===== src/rtl/mport_pkg.sv =====
package mport_pkg;

   typedef enum logic [1:0] {TGT_NONE, TGT_DRAM, TGT_ROM} tgt_e;

   typedef enum logic [2:0] {
      STP_HOLD, STP_INC1, STP_INC32, STP_DEC16, STP_DEC128, STP_CELL
   } step_e;

   typedef struct packed {
      tgt_e  tgt;
      logic  ovw;
      step_e step;
   } plan_t;

   typedef enum logic [1:0] {ST_IDLE, ST_DRD, ST_DWR, ST_ROM} st_e;

   // write-side mode codes
   localparam logic [15:0] WM_PLAIN    = 16'h0018;
   localparam logic [15:0] WM_INC1     = 16'h0818;
   localparam logic [15:0] WM_OVW      = 16'h0418;
   localparam logic [15:0] WM_CELL     = 16'h4018;
   localparam logic [15:0] WM_OVW_CELL = 16'h4418;
   // read-side mode codes
   localparam logic [15:0] RM_PLAIN    = 16'h0018;
   localparam logic [15:0] RM_INC1     = 16'h0818;
   localparam logic [15:0] RM_INC32    = 16'h3018;
   localparam logic [15:0] RM_DEC16    = 16'ha818;
   localparam logic [15:0] RM_DEC128   = 16'hb818;
   localparam logic [11:0] RM_ROM_PFX  = 12'h080;

endpackage


===== src/rtl/mport_decode.sv =====
module mport_decode
   import mport_pkg::*;
#(
   parameter int MODE_W = 16
) (
   input  logic              is_wr,
   input  logic [MODE_W-1:0] mode,
   output plan_t             plan
);

   if (MODE_W != 16) begin : g_bad_mode_w
      $error("mport_decode: MODE_W must be 16");
   end

   always_comb begin
      plan = '{tgt: TGT_NONE, ovw: 1'b0, step: STP_HOLD};
      if (is_wr) begin
         unique case (mode)
            WM_PLAIN:    plan = '{TGT_DRAM, 1'b0, STP_HOLD};
            WM_INC1:     plan = '{TGT_DRAM, 1'b0, STP_INC1};
            WM_OVW:      plan = '{TGT_DRAM, 1'b1, STP_HOLD};
            WM_CELL:     plan = '{TGT_DRAM, 1'b0, STP_CELL};
            WM_OVW_CELL: plan = '{TGT_DRAM, 1'b1, STP_CELL};
            default:     plan = '{TGT_NONE, 1'b0, STP_HOLD};
         endcase
      end else if (mode[15:4] == RM_ROM_PFX) begin
         plan = '{TGT_ROM, 1'b0, STP_INC1};
      end else begin
         unique case (mode)
            RM_PLAIN:  plan = '{TGT_DRAM, 1'b0, STP_HOLD};
            RM_INC1:   plan = '{TGT_DRAM, 1'b0, STP_INC1};
            RM_INC32:  plan = '{TGT_DRAM, 1'b0, STP_INC32};
            RM_DEC16:  plan = '{TGT_DRAM, 1'b0, STP_DEC16};
            RM_DEC128: plan = '{TGT_DRAM, 1'b0, STP_DEC128};
            default:   plan = '{TGT_NONE, 1'b0, STP_HOLD};
         endcase
      end
   end

endmodule


===== src/rtl/mport_step.sv =====
module mport_step
   import mport_pkg::*;
#(
   parameter int ADDR_W = 16
) (
   input  logic [ADDR_W-1:0] addr,
   input  step_e             step,
   output logic [ADDR_W-1:0] next
);

   if (ADDR_W < 8) begin : g_bad_addr_w
      $error("mport_step: ADDR_W must be at least 8");
   end

   localparam logic [ADDR_W-1:0] K1   = ADDR_W'(1);
   localparam logic [ADDR_W-1:0] K16  = ADDR_W'(16);
   localparam logic [ADDR_W-1:0] K31  = ADDR_W'(31);
   localparam logic [ADDR_W-1:0] K32  = ADDR_W'(32);
   localparam logic [ADDR_W-1:0] K128 = ADDR_W'(128);

   always_comb begin
      unique case (step)
         STP_INC1:   next = addr + K1;
         STP_INC32:  next = addr + K32;
         STP_DEC16:  next = addr - K16;
         STP_DEC128: next = addr - K128;
         STP_CELL:   next = addr[0] ? addr + K31 : addr + K1;
         default:    next = addr;
      endcase
   end

endmodule


===== src/rtl/mport_merge.sv =====
module mport_merge #(
   parameter int DATA_W = 16
) (
   input  logic [DATA_W-1:0] old_word,
   input  logic [DATA_W-1:0] new_word,
   output logic [DATA_W-1:0] merged
);

   localparam int NIB_N = DATA_W / 4;

   if (DATA_W % 4 != 0) begin : g_bad_data_w
      $error("mport_merge: DATA_W must be a multiple of 4");
   end

   for (genvar n = 0; n < NIB_N; n++) begin : g_nib
      assign merged[4*n +: 4] = (new_word[4*n +: 4] != 4'h0) ? new_word[4*n +: 4]
                                                             : old_word[4*n +: 4];
   end

endmodule


===== src/rtl/dsp_pm_port.sv =====
module dsp_pm_port
   import mport_pkg::*;
#(
   parameter int ADDR_W = 16,
   parameter int DATA_W = 16,
   parameter int MODE_W = 16,
   parameter int BANK_W = 4
) (
   input  logic                       clk,
   input  logic                       rst_n,
   input  logic                       desc_load,
   input  logic                       desc_sel,
   input  logic [ADDR_W+MODE_W-1:0]   desc_data,
   output logic [ADDR_W+MODE_W-1:0]   desc_mirror,
   input  logic                       acc_rd,
   input  logic                       acc_wr,
   input  logic [DATA_W-1:0]          acc_wdata,
   output logic [DATA_W-1:0]          acc_rdata,
   output logic                       acc_done,
   output logic                       mode_err,
   output logic                       busy,
   output logic                       dram_req,
   output logic                       dram_we,
   output logic [ADDR_W-1:0]          dram_addr,
   output logic [DATA_W-1:0]          dram_wdata,
   input  logic                       dram_ack,
   input  logic [DATA_W-1:0]          dram_rdata,
   output logic                       rom_req,
   output logic [BANK_W+ADDR_W-1:0]   rom_addr,
   input  logic                       rom_ack,
   input  logic [DATA_W-1:0]          rom_rdata
);

   localparam int DESC_W = ADDR_W + MODE_W;

   if (BANK_W > 4 || BANK_W < 1) begin : g_bad_bank_w
      $error("dsp_pm_port: BANK_W must be 1..4");
   end

   logic [DESC_W-1:0] rd_desc, wr_desc;
   logic              act_wr;
   st_e               st;
   logic [DATA_W-1:0] wbuf;

   plan_t rd_plan, wr_plan, cur_plan;
   logic [DESC_W-1:0] cur_desc;
   logic [ADDR_W-1:0] cur_addr, next_addr;
   logic [MODE_W-1:0] cur_mode;
   logic [DATA_W-1:0] merged;

   mport_decode #(.MODE_W(MODE_W)) u_dec_rd (
      .is_wr(1'b0), .mode(rd_desc[MODE_W-1:0]), .plan(rd_plan));
   mport_decode #(.MODE_W(MODE_W)) u_dec_wr (
      .is_wr(1'b1), .mode(wr_desc[MODE_W-1:0]), .plan(wr_plan));

   assign cur_desc = act_wr ? wr_desc : rd_desc;
   assign cur_plan = act_wr ? wr_plan : rd_plan;
   assign cur_addr = cur_desc[DESC_W-1:MODE_W];
   assign cur_mode = cur_desc[MODE_W-1:0];

   mport_step #(.ADDR_W(ADDR_W)) u_step (
      .addr(cur_addr), .step(cur_plan.step), .next(next_addr));

   mport_merge #(.DATA_W(DATA_W)) u_merge (
      .old_word(dram_rdata), .new_word(wbuf), .merged(merged));

   // memory-side drive
   assign busy       = (st != ST_IDLE);
   assign dram_req   = (st == ST_DRD) || (st == ST_DWR);
   assign dram_we    = (st == ST_DWR);
   assign dram_addr  = cur_addr;
   assign dram_wdata = wbuf;
   assign rom_req    = (st == ST_ROM);
   assign rom_addr   = {cur_mode[BANK_W-1:0], cur_addr};

   // acceptance in idle
   logic  take, take_wr;
   plan_t take_plan;
   assign take      = (st == ST_IDLE) && (acc_rd || acc_wr);
   assign take_wr   = acc_wr && !acc_rd;
   assign take_plan = take_wr ? wr_plan : rd_plan;

   // completion of a real transfer
   logic fin;
   assign fin = ((st == ST_DRD) && dram_ack && !cur_plan.ovw) ||
                ((st == ST_DWR) && dram_ack) ||
                ((st == ST_ROM) && rom_ack);

   always_ff @(posedge clk or negedge rst_n) begin
      if (!rst_n) begin
         st          <= ST_IDLE;
         act_wr      <= 1'b0;
         rd_desc     <= '0;
         wr_desc     <= '0;
         wbuf        <= '0;
         desc_mirror <= '0;
         acc_rdata   <= '0;
         acc_done    <= 1'b0;
         mode_err    <= 1'b0;
      end else begin
         acc_done <= 1'b0;
         mode_err <= 1'b0;

         if (desc_load && (st == ST_IDLE) && !take) begin
            if (desc_sel) wr_desc <= desc_data;
            else          rd_desc <= desc_data;
         end

         unique case (st)
            ST_IDLE: begin
               if (take) begin
                  act_wr <= take_wr;
                  wbuf   <= acc_wdata;
                  unique case (take_plan.tgt)
                     TGT_DRAM: st <= (take_wr && !take_plan.ovw) ? ST_DWR : ST_DRD;
                     TGT_ROM:  st <= ST_ROM;
                     default: begin
                        acc_rdata   <= '0;
                        acc_done    <= 1'b1;
                        mode_err    <= 1'b1;
                        desc_mirror <= take_wr ? wr_desc : rd_desc;
                     end
                  endcase
               end
            end
            ST_DRD: begin
               if (dram_ack) begin
                  if (cur_plan.ovw) begin
                     wbuf <= merged;
                     st   <= ST_DWR;
                  end else begin
                     acc_rdata <= dram_rdata;
                  end
               end
            end
            ST_ROM: begin
               if (rom_ack) acc_rdata <= rom_rdata;
            end
            default: ;
         endcase

         if (fin) begin
            st          <= ST_IDLE;
            acc_done    <= 1'b1;
            desc_mirror <= {next_addr, cur_mode};
            if (act_wr) wr_desc <= {next_addr, cur_mode};
            else        rd_desc <= {next_addr, cur_mode};
         end
      end
   end

endmodule


===== config.mk =====
export PLATFORM = sky130hd
export DESIGN_NAME = dsp_pm_port
export DESIGN_NICKNAME = d
export VERILOG_FILES = /design/src/rtl/mport_pkg.sv /design/src/rtl/mport_decode.sv /design/src/rtl/mport_step.sv /design/src/rtl/mport_merge.sv /design/src/rtl/dsp_pm_port.sv
export SDC_FILE = /design/constraint.sdc
export NUM_CORES = 1
export LEC_CHECK = 0
export ABC_AREA = 1
export BUFFER_PORTS_ARGS = -buffer_cell sky130_fd_sc_hd__buf_2
export CAP_MARGIN = 40
export CORE_MARGIN = 3
export CORE_UTILIZATION = 25
export DETAILED_ROUTE_END_ITERATION = 6
export GPL_TIMING_DRIVEN = 1
export PLACE_DENSITY_LB_ADDON = 0.1
export SKIP_LAST_GASP = 1
export SYNTH_ARGS = -nofsm -noshare
export SYNTH_HDL_FRONTEND = slang
export SYNTH_SLANG_ARGS = --single-unit

===== constraint.sdc =====
create_clock -name clk -period 3 [get_ports clk]
set_input_delay 0 -clock clk [delete_from_list [all_inputs] [get_ports clk]]
set_output_delay 0 -clock clk [all_outputs]
set_load 0.1 [all_outputs]

==> impl_metrics.xml <==
<?xml version="1.0" encoding="UTF-8"?>
<metrics>
  <group name="worst_setup_path">
    <metric name="critical_path.startpoint_type" unit="">flop</metric>
    <metric name="timing.critical_path.to_type" unit="">flop</metric>
    <metric name="critical-path-top-delay-family" unit="">simple AND/OR/NAND/NOR gates</metric>
    <metric name="worst-path-max-fanout" unit="">18</metric>
    <metric name="timing.critical_path.cells" unit="">or2_1 -&gt; nor2_1 -&gt; and2_1 -&gt; nand2_1 -&gt; nand3_1 -&gt; o21ai_0 -&gt; ha_1 -&gt; nand2_1 -&gt; nor2_4 -&gt; nor2_4 -&gt; inv_2 -&gt; nor2_1 -&gt; a21oi_1</metric>
    <metric name="cp_num_buf_inv" unit="">1</metric>
    <metric name="worstSetupPathDepth" unit="">13</metric>
    <metric name="crit_required" unit="ns">3.31</metric>
    <metric name="longest_individual_stage_delay_on_the_worst_path" unit="ns">0.41</metric>
    <metric name="critPathArrivalTime" unit="ns">3.06</metric>
    <metric name="criticalPathCategory" unit="">flop to flop</metric>
    <metric name="critPathSlowestCell" unit="">sky130_fd_sc_hd__nor2_4</metric>
    <metric name="rr_worst_depth" unit="">13</metric>
  </group>
  <group name="logic_synthesis">
    <metric name="mappedNetlistArea" unit="sq mm">0.00919</metric>
    <metric name="post-synth-top-count-cell" unit="">sky130_fd_sc_hd__nand2_1</metric>
    <metric name="synth.top_cell.area_share" unit="%">36.2</metric>
    <metric name="synth_nets" unit="">1482</metric>
    <metric name="top_post_synthesis_cells_by_area" unit="">sky130_fd_sc_hd__dfrtp_1 36%, sky130_fd_sc_hd__nand2_1 20%, sky130_fd_sc_hd__o21ai_0 6.3%</metric>
    <metric name="synthFlopType" unit="">sky130_fd_sc_hd__dfrtp_1</metric>
    <metric name="synth_enable_flop_cells" unit="">0</metric>
    <metric name="synth-seq-area-share" unit="%">36.2</metric>
    <metric name="ys_types" unit="">44</metric>
    <metric name="ys_ff_latch" unit="">133</metric>
    <metric name="async_reset_ff_share" unit="%">100</metric>
    <metric name="synth-warning-count" unit="">0</metric>
    <metric name="synth_area_per_cell" unit="sq um">6.67</metric>
    <metric name="synthDominantAreaCellType" unit="">sky130_fd_sc_hd__dfrtp_1</metric>
    <metric name="synth_cells" unit="">1379</metric>
    <metric name="synth_common_cells" unit="">495 x sky130_fd_sc_hd__nand2_1, 133 x sky130_fd_sc_hd__dfrtp_1, 130 x sky130_fd_sc_hd__inv_1</metric>
  </group>
  <group name="layout">
    <metric name="multiInputGateArea" unit="sq mm">0.00497</metric>
    <metric name="antenna-diode-count" unit="">0</metric>
    <metric name="area_growth_syn_to_layout" unit="%">36.0</metric>
    <metric name="stdcell_area" unit="sq mm">0.0125</metric>
    <metric name="final_util" unit="%">34.8</metric>
    <metric name="fillerInstances" unit="">3924</metric>
    <metric name="nets" unit="">1790</metric>
    <metric name="area.sequential" unit="sq mm">0.00333</metric>
    <metric name="layout-drive-gt1-share" unit="%">21.0</metric>
  </group>
  <group name="floorplan">
    <metric name="initial_core_util" unit="%">25.6</metric>
    <metric name="die-area" unit="sq mm">0.0391</metric>
    <metric name="design.core.area" unit="sq mm">0.0359</metric>
    <metric name="fp-row-count" unit="">69</metric>
    <metric name="die_x" unit="um">198</metric>
    <metric name="number_of_top_level_pins" unit="">194</metric>
    <metric name="die_outline_height" unit="um">198</metric>
  </group>
  <group name="grt">
    <metric name="grt.total_usage" unit="%">19.0</metric>
    <metric name="antenna_found_initial" unit="">1</metric>
    <metric name="first_pass_grt_wire_length" unit="um">57000</metric>
    <metric name="grt-ovfl-total" unit="">0</metric>
    <metric name="grt_start_max_net_pins" unit="">73</metric>
    <metric name="via_count_of_the_first_global_routing_pass" unit="">9599</metric>
  </group>
  <group name="timing">
    <metric name="rsz0062_at_grt" unit="">no</metric>
    <metric name="post-route-min-period" unit="ns">2.74</metric>
    <metric name="fin_skew" unit="ns">0.0136</metric>
    <metric name="achievable-frequency" unit="MHz">364</metric>
    <metric name="slew_violations" unit="">0</metric>
    <metric name="timing_worst_slew_pin_value" unit="ns">0.801</metric>
    <metric name="setup_viol" unit="">0</metric>
    <metric name="final.setup.tns" unit="ns">0</metric>
    <metric name="max-slew-margin-rel" unit="%">46.6</metric>
    <metric name="timing.final.hold_violations" unit="">0</metric>
    <metric name="finalCritPeriodShare" unit="%">91.5</metric>
    <metric name="finalWorstSetupSlack" unit="ns">0.256</metric>
  </group>
  <group name="drt">
    <metric name="route.antenna.remaining_nets" unit="">0</metric>
    <metric name="remaining_drc_errors" unit="">0</metric>
    <metric name="drt_iter0_markers" unit="">695</metric>
    <metric name="wl" unit="um">37100</metric>
    <metric name="wl_per_cell" unit="um">17.2</metric>
    <metric name="drt_pre_antenna_iters" unit="">6</metric>
    <metric name="routed-via-count" unit="">9992</metric>
    <metric name="post_drt_via_cell_ratio" unit="">4.63</metric>
  </group>
  <group name="clock_tree">
    <metric name="number_of_clock_sinks_seen_by_cts" unit="">133</metric>
    <metric name="tritoncts" unit="">built</metric>
    <metric name="clkSlewWorstSetupHoldPaths" unit="ns">0.06</metric>
    <metric name="cts_buffers" unit="">17</metric>
    <metric name="post-cts-setup-buffers" unit="">0</metric>
    <metric name="clock_tree.buffer_depth" unit="">2</metric>
    <metric name="clock_latency" unit="ns">0.44</metric>
    <metric name="cts.htree.levels" unit="">4</metric>
    <metric name="clockRootBuffer" unit="">sky130_fd_sc_hd__clkbuf_16</metric>
  </group>
  <group name="placed_design">
    <metric name="gp_congestion" unit="">0.855</metric>
    <metric name="detailed_place_hpwl" unit="um">28100</metric>
    <metric name="portBuffers" unit="">193</metric>
    <metric name="placement.cell_area" unit="sq mm">0.0111</metric>
    <metric name="place_worst_setup_slack" unit="ns">0.220</metric>
  </group>
  <group name="worst_hold_path">
    <metric name="hold_path.class" unit="">primary input to flop</metric>
    <metric name="min_delay_path_depth" unit="">4</metric>
  </group>
  <group name="outcome">
    <metric name="result_of_the_run" unit="">finished clean</metric>
  </group>
  <group name="flow_run">
    <metric name="drv_cap" unit="">0</metric>
  </group>
</metrics>
==> final timing paths <==
check / start / to / slack (ns)
max reg2reg: wr_desc[7] / desc_mirror[11] / 0.26
max in group asynchronous: rst_n / rd_desc[27] / 1.99
max: wr_desc[7] / desc_mirror[11] / 0.26
min reg2reg: desc_mirror[4] / desc_mirror[4] / 0.48
min: dram_rdata[1] / dram_wdata[1] / 0.009
min in group asynchronous: rst_n / acc_rdata[0] / 0.15
==> per-layer routing <==
layer,track usage [%],vias up,part of all wire (%)
met5,0,-,0.048
met4,4.25,2,1.2
met3,2.89,27,4.8
met2,29.0,268,43
met1,28.2,4644,51
li1,-,5051,-
==> what timing repair did <==
item / 4_1_cts / 5_1_grt
setup endpoints to repair: 0 / 15
hold endpoints to repair: 167 / 0
gates resized for setup: 0 / 3
hold buffers: 85 / 0
==> registers in the layout (all words and copies together) (netlist names) <==
signal	cells
mode_err	1
act_wr	1
acc_rdata	16
wr_desc	32
dram_wdata	16
rd_desc	32
desc_mirror	32
st	2
acc_done	1
==> logic make-up (layout without fill, tap and decap cells) <==
family / count (synthesis) / count (layout) / synth area share, %
buf+inv: 213 / 533 / 10.0
flops: 133 / 133 / 36.2
simple gates: 730 / 730 / 32.7
fa+ha+maj: 15 / 15 / 2.04
xor+xnor: 22 / 22 / 2.10
compound gates: 263 / 263 / 16.6
mux: 3 / 3 / 0.327
==> worst min-delay path, stage by stage <==
cell and delay (ns):
sky130_fd_sc_hd__buf_2 0.08, sky130_fd_sc_hd__nand2_1 0.06, sky130_fd_sc_hd__a21boi_0 0.12, sky130_fd_sc_hd__o21ai_0 0.14
==> placed cells by master, fill, tap and decap left out, types with 6 or more instances in the layout <==
cell	count
sky130_fd_sc_hd__nand2_1	495
sky130_fd_sc_hd__buf_2	192
sky130_fd_sc_hd__dfrtp_1	132
sky130_fd_sc_hd__inv_1	130
sky130_fd_sc_hd__o21ai_0	115
sky130_fd_sc_hd__nor2_1	99
sky130_fd_sc_hd__nand3_1	87
sky130_fd_sc_hd__dlygate4sd3_1	85
sky130_fd_sc_hd__buf_4	79
sky130_fd_sc_hd__o211ai_1	45
sky130_fd_sc_hd__o21ai_1	37
sky130_fd_sc_hd__a21oi_1	32
sky130_fd_sc_hd__xor2_1	20
sky130_fd_sc_hd__clkbuf_16	17
sky130_fd_sc_hd__ha_1	15
sky130_fd_sc_hd__a21boi_0	14
sky130_fd_sc_hd__nand4_1	8
sky130_fd_sc_hd__or2_2	8
sky130_fd_sc_hd__inv_2	7
sky130_fd_sc_hd__o21ai_2	7
sky130_fd_sc_hd__nor2_2	7
sky130_fd_sc_hd__nand2_2	6
==> metrics by stage <==
step                hold WS (ns)  cells
global route              0.0433   2160
global placement           0.106   2043
CTS                     0.000129   2160
finish                   0.00927   2160
floorplan                 -0.296   1379
detailed placement         0.108   2044
==> area by class of cell <==
class	count	area share (%)
Multi-Input combinational cell	1033	39.8
Sequential cell	133	26.6
Timing Repair Buffer	363	20.3
Tap cell	461	4.61
Inverter	139	4.17
Clock buffer	22	3.71
Clock inverter	9	0.831
Power is left out: the tool's default activity adds up to more than one toggle a clock period on the data nets, which glitch-free logic cannot reach.
